<file path="src/rtl/cc_sched_pkg.sv">
package cc_sched_pkg;

  localparam int LINE_W = 10;
  localparam int BYTE_W = 8;

  typedef enum logic [1:0] {
    STD_NTSC   = 2'd0,
    STD_MPAL   = 2'd1,
    STD_PAL    = 2'd2,
    STD_PAL_B  = 2'd3
  } std_e;

  // First-field line; the second field sits a half-frame of lines later.
  function automatic int unsigned first_line(input logic [1:0] std);
    case (std)
      STD_NTSC: first_line = 21;
      STD_MPAL: first_line = 18;
      default:  first_line = 22;
    endcase
  endfunction

  function automatic int unsigned field_offset(input logic [1:0] std);
    case (std)
      STD_NTSC, STD_MPAL: field_offset = 263;
      default:            field_offset = 313;
    endcase
  endfunction

  function automatic int unsigned caption_line(input logic [1:0] std,
                                               input logic second);
    caption_line = first_line(std) + (second ? field_offset(std) : 0);
  endfunction

endpackage

</file>
<file path="src/rtl/cc_line_match.sv">
module cc_line_match
  import cc_sched_pkg::*;
#(
  parameter int LW = LINE_W
) (
  input  logic [1:0]    std_sel,
  input  logic          field_id,
  input  logic [LW-1:0] line_num,
  input  logic          line_start,
  input  logic [1:0]    field_en,
  output logic          hit
);
  logic [LW-1:0] target;
  always_comb begin
    target = LW'(caption_line(std_sel, field_id));
    hit    = line_start && field_en[field_id] && (line_num == target);
  end
endmodule

</file>
<file path="src/rtl/cc_field_slot.sv">
module cc_field_slot #(
  parameter int          BW        = 8,
  parameter logic [7:0]  NULL_BYTE = 8'h80
) (
  input  logic          clk,
  input  logic          rst_n,
  input  logic          enabled,
  input  logic          wr_lo,
  input  logic          wr_hi,
  input  logic [BW-1:0] wr_data,
  input  logic          take,
  output logic [BW-1:0] tx_lo,
  output logic [BW-1:0] tx_hi,
  output logic          pending
);
  logic [BW-1:0] stage_q, lo_q, hi_q;
  logic          pend_q;

  always_ff @(posedge clk or negedge rst_n) begin
    if (!rst_n) begin
      stage_q <= '0;
      lo_q    <= '0;
      hi_q    <= '0;
      pend_q  <= 1'b0;
    end else if (!enabled) begin
      pend_q <= 1'b0;
    end else begin
      if (wr_lo) stage_q <= wr_data;
      if (wr_hi) begin
        lo_q   <= stage_q;
        hi_q   <= wr_data;
        pend_q <= 1'b1;
      end else if (take) begin
        pend_q <= 1'b0;
      end
    end
  end

  assign tx_lo   = pend_q ? lo_q : BW'(NULL_BYTE);
  assign tx_hi   = pend_q ? hi_q : BW'(NULL_BYTE);
  assign pending = pend_q;
endmodule

</file>
<file path="src/rtl/cc_line_sched.sv">
module cc_line_sched
  import cc_sched_pkg::*;
#(
  parameter int         LW        = LINE_W,
  parameter int         BW        = BYTE_W,
  parameter logic [7:0] NULL_BYTE = 8'h80
) (
  input  logic          clk,
  input  logic          rst_n,
  input  logic [1:0]    field_en,
  input  logic          wr_en,
  input  logic [1:0]    wr_addr,
  input  logic [BW-1:0] wr_data,
  output logic [1:0]    wr_status,
  input  logic [1:0]    std_sel,
  input  logic          field_id,
  input  logic          line_start,
  input  logic [LW-1:0] line_num,
  output logic          cc_insert,
  output logic [BW-1:0] cc_byte0,
  output logic [BW-1:0] cc_byte1
);
  localparam int NFIELD = 2;

  logic          line_hit;
  logic [NFIELD-1:0] take_evt;
  logic [NFIELD-1:0] pend;
  logic [BW-1:0] tx_lo [NFIELD];
  logic [BW-1:0] tx_hi [NFIELD];

  cc_line_match #(.LW(LW)) u_match (
    .std_sel(std_sel), .field_id(field_id), .line_num(line_num),
    .line_start(line_start), .field_en(field_en), .hit(line_hit)
  );

  for (genvar f = 0; f < NFIELD; f++) begin : g_slot
    logic sel_f;
    assign sel_f       = wr_en && (wr_addr[1] == f[0]);
    assign take_evt[f] = line_hit && (field_id == f[0]);
    cc_field_slot #(.BW(BW), .NULL_BYTE(NULL_BYTE)) u_slot (
      .clk(clk), .rst_n(rst_n), .enabled(field_en[f]),
      .wr_lo(sel_f && !wr_addr[0]), .wr_hi(sel_f && wr_addr[0]),
      .wr_data(wr_data), .take(take_evt[f]),
      .tx_lo(tx_lo[f]), .tx_hi(tx_hi[f]), .pending(pend[f])
    );
    assign wr_status[f] = !field_en[f] || !pend[f];
  end

  always_ff @(posedge clk or negedge rst_n) begin
    if (!rst_n) begin
      cc_insert <= 1'b0;
      cc_byte0  <= BW'(NULL_BYTE);
      cc_byte1  <= BW'(NULL_BYTE);
    end else begin
      cc_insert <= line_hit;
      if (line_hit) begin
        cc_byte0 <= tx_lo[field_id];
        cc_byte1 <= tx_hi[field_id];
      end
    end
  end
endmodule

</file>
<file path="config.mk">
export PLATFORM = sky130hd
export DESIGN_NAME = cc_line_sched
export DESIGN_NICKNAME = d
export VERILOG_FILES = /design/src/rtl/cc_sched_pkg.sv /design/src/rtl/cc_line_match.sv /design/src/rtl/cc_field_slot.sv /design/src/rtl/cc_line_sched.sv
export SDC_FILE = /design/constraint.sdc
export NUM_CORES = 1
export LEC_CHECK = 0
export BUFFER_PORTS_ARGS = -buffer_cell sky130_fd_sc_hd__buf_2
export CAP_MARGIN = 0
export CORE_ASPECT_RATIO = 1.25
export CORE_MARGIN = 3
export CORE_UTILIZATION = 30
export DETAILED_ROUTE_END_ITERATION = 16
export GPL_ROUTABILITY_DRIVEN = 0
export SKIP_LAST_GASP = 1
export SYNTH_ARGS = -nofsm -noshare
export SYNTH_HDL_FRONTEND = slang
export SYNTH_HIERARCHICAL = 1
export SYNTH_SLANG_ARGS = --single-unit
export TNS_END_PERCENT = 50
</file>
<file path="constraint.sdc">
create_clock -name clk -period 2.5 [get_ports clk]
set_input_delay 0.25 -clock clk [delete_from_list [all_inputs] [get_ports clk]]
set_output_delay 0.25 -clock clk [all_outputs]
set_load 0.01 [all_outputs]
</file>
==> flow_metrics.py <==
metrics = {
    "worst_setup_path": {
        "setup.worst_path.class": "input port to register",
        "worstPathRequired_ns": 2.75,
        "path_max_fanout": 24,
        "critPathArrivalTime_ns": 2.50,
        "end_kind": "register",
        "startpoint": "std_sel[1]",
        "cp-start-kind": "input port",
        "reg2reg_from": "g_slot[1].u_slot/pending$_DFFE_PN0P_",
    },
    "detailed_routing": {
        "drt-pass1-iter-count": 4,
        "wl_mm": 6.41,
        "wl_per_cell_um": 14.8,
        "drc": 0,
        "dr_total_vias": 1972,
        "drt_iter0_drc": 78,
        "via_per_inst": 4.55,
        "ant_nets": 0,
    },
    "timing": {
        "period_share": 0.897,
        "relSlewSlack": 0.555,
        "post-route-min-period_ns": 2.24,
        "grt_setup_unrepaired": "false",
        "finalSetupViolCount": 0,
        "slew_viol_final": 0,
        "clock.fmax_ghz": 0.446,
        "fin_worst_skew_ns": 0.00511,
        "tightestPinTransition_ns": 0.667,
        "setup_tns_ns": 0,
        "hold_violations": 0,
        "hold_ws_ns": 0.197,
    },
    "placement": {
        "numPortBuffers": 47,
        "dp_hpwl_mm": 4.21,
    },
    "layout": {
        "diodes": 0,
        "fill_cells": 975,
        "area_delta_synth_final_pct": 23.7,
        "ff_latch_area_um2": 1680,
        "final_nets": 330,
        "layout_commonest_cell": "dfrtp_1",
        "layout_common_cells": "dfrtp_1, buf_2, and2_1, mux2_2, mux2_4",
        "multi_input_area_um2": 1410,
        "final_core_util": 0.385,
        "drive_above_1_share": 0.424,
    },
    "yosys": {
        "synth_cells": 242,
        "async_flop_share": 1.00,
        "seq_area_frac_synth": 0.529,
        "synth_edf_count": 0,
        "syn_avg_cell_area_um2": 13.1,
        "synth_top_area_cell": "dfrtp_1",
        "synth_area_leaders": "dfrtp_1, mux2_2, mux2_4",
        "yosys_warnings": 6,
        "ys.flop_type": "dfrtp_1",
        "synth_top_area_frac": 0.512,
        "synth_fp_nets": 273,
        "synth_cell_type_count": 34,
        "ys_ff_latch": 67,
        "synth_area_um2": 3170,
    },
    "pwr": {
        "power_density_nw_per_um2": 850,
        "peakVddDrop_v": 0.000336,
        "totalPowerFinal_w": 0.00334,
        "leakagePower_nw": 1.92,
    },
    "clocking": {
        "cts_root_buf": "clkbuf_16",
        "cts_buffer_depth": 2,
        "tritoncts": "built",
        "clock_sink_count": 67,
        "cts_setup_buffers": 0,
        "cts_buffers": 9,
        "insertion_delay_ns": 0.33,
        "h-tree-depth": 3,
        "clkTransAtPathRegs_ns": 0.05,
    },
    "job": {
        "max_cap_violations": 0,
    },
    "min_path": {
        "min_path_type": "input port to register",
        "hp-start": "wr_data[1]",
    },
    "run_status": {
        "status": "finished, final reports clean",
    },
    "die": {
        "ioPinCount": 48,
        "dieHeight_um": 121,
        "die_x_um": 98.0,
        "placeableCoreArea_um2": 10200,
        "start_util": 0.311,
        "std_cell_rows": 41,
        "die_area_um2": 11900,
    },
    "grt": {
        "antenna_found_initial": 0,
        "grt_max_degree": 31,
        "grt_pass1_wl_mm": 10.3,
        "first_global_vias": 2062,
        "grt_usage": 0.114,
        "overflow": 0,
    },
}
## path summary, 6_finish.rpt
path                                                        end  slack (ns)  cells after the start
min in group asynchronous                   cc_insert$_DFF_PN0_        0.50                      2
setup / recovery                        cc_byte1[1]$_DFFE_PN0P_        0.26                     11
hold reg to reg                         cc_byte1[7]$_DFFE_PN1P_        0.49                      2
hold / removal             g_slot[0].u_slot/hi_q[1]$_DFFE_PN0P_        0.20                      2
setup reg to reg                        cc_byte1[1]$_DFFE_PN0P_        1.25                      3
max in group asynchronous               cc_byte0[1]$_DFFE_PN0P_        1.27                      3
## synthesized netlist by cell type (3+ instances only)
master	n
mux2i_1	16
mux2_4	20
nand2b_1	5
mux2_2	28
buf_12	3
buf_2	4
dfrtp_1	65
and2_1	28
a21oi_1	17
nor2_1	18
nand2_1	4
## through the flow
step	cells	instance area, µm²	setup slack [ns]
finish	433	3930	0.258
global route	433	3930	0.125
CTS	433	3920	0.0472
detailed placement	416	3550	-0.275
global placement	416	3550	-0.187
floorplan	242	3180	0.0125
## critical path, stage by stage
cell       delay [ns]
buf_2            0.13
nor2_4           0.11
ha_1             0.15
inv_1            0.05
fa_1             0.44
xnor2_1          0.14
a2111o_1         0.42
a2111oi_4        0.35
buf_6            0.27
nor2_1           0.07
a21oi_1          0.12
## state kept, by name, summed over array words and instances (netlist names)
signal	count
g_slot.u_slot/hi_q	16
g_slot.u_slot/lo_q	16
g_slot.u_slot/stage_q	16
cc_byte0	8
cc_byte1	8
g_slot.u_slot/pending	2
cc_insert	1
## timing repair
action,in CTS,in global routing
endpoints found under the setup margin,0,12
hold buffers,1,0
endpoints found under the hold margin,26,0
resized for setup,0,1
## cells by family (layout without fill, tap and decap cells)
family | count (synthesis) | in the layout | share of synthesized area
AO/OA/AOI/OAI | 22 | 22 | 0.0418
adder cells (fa/ha/maj) | 2 | 2 | 0.0102
buffers and inverters | 12 | 74 | 0.0335
AND/OR/NAND/NOR | 71 | 71 | 0.130
multiplexers | 64 | 64 | 0.244
flip-flops | 67 | 67 | 0.529
XOR/XNOR | 4 | 4 | 0.0110
## where the power goes
| group | switching [W] | internal, W |
|---|---|---|
| registers | 0.000109 | 0.00130 |
| logic | 0.000145 | 0.000278 |
| clock network | 0.000448 | 0.00105 |
| total | 0.000702 | 0.00264 |
## area by class of cell
type	count	area share
clock buffers	12	0.0679
clock inverters	4	0.0242
inverters	2	0.00191
multi-input cells	163	0.359
flip-flops and latches	67	0.428
well taps	129	0.0411
repair buffers	56	0.0787
## per-layer routing
layer | up-vias | wire length (µm) | track usage
li1 | 943 | - | -
met1 | 996 | 2630 | 0.120
met2 | 22 | 3440 | 0.200
met3 | 11 | 153 | 0.0259
met4 | 0 | 183 | 0.0753
met5 | - | 0 | 0
Power figures use the tool's default switching activity.
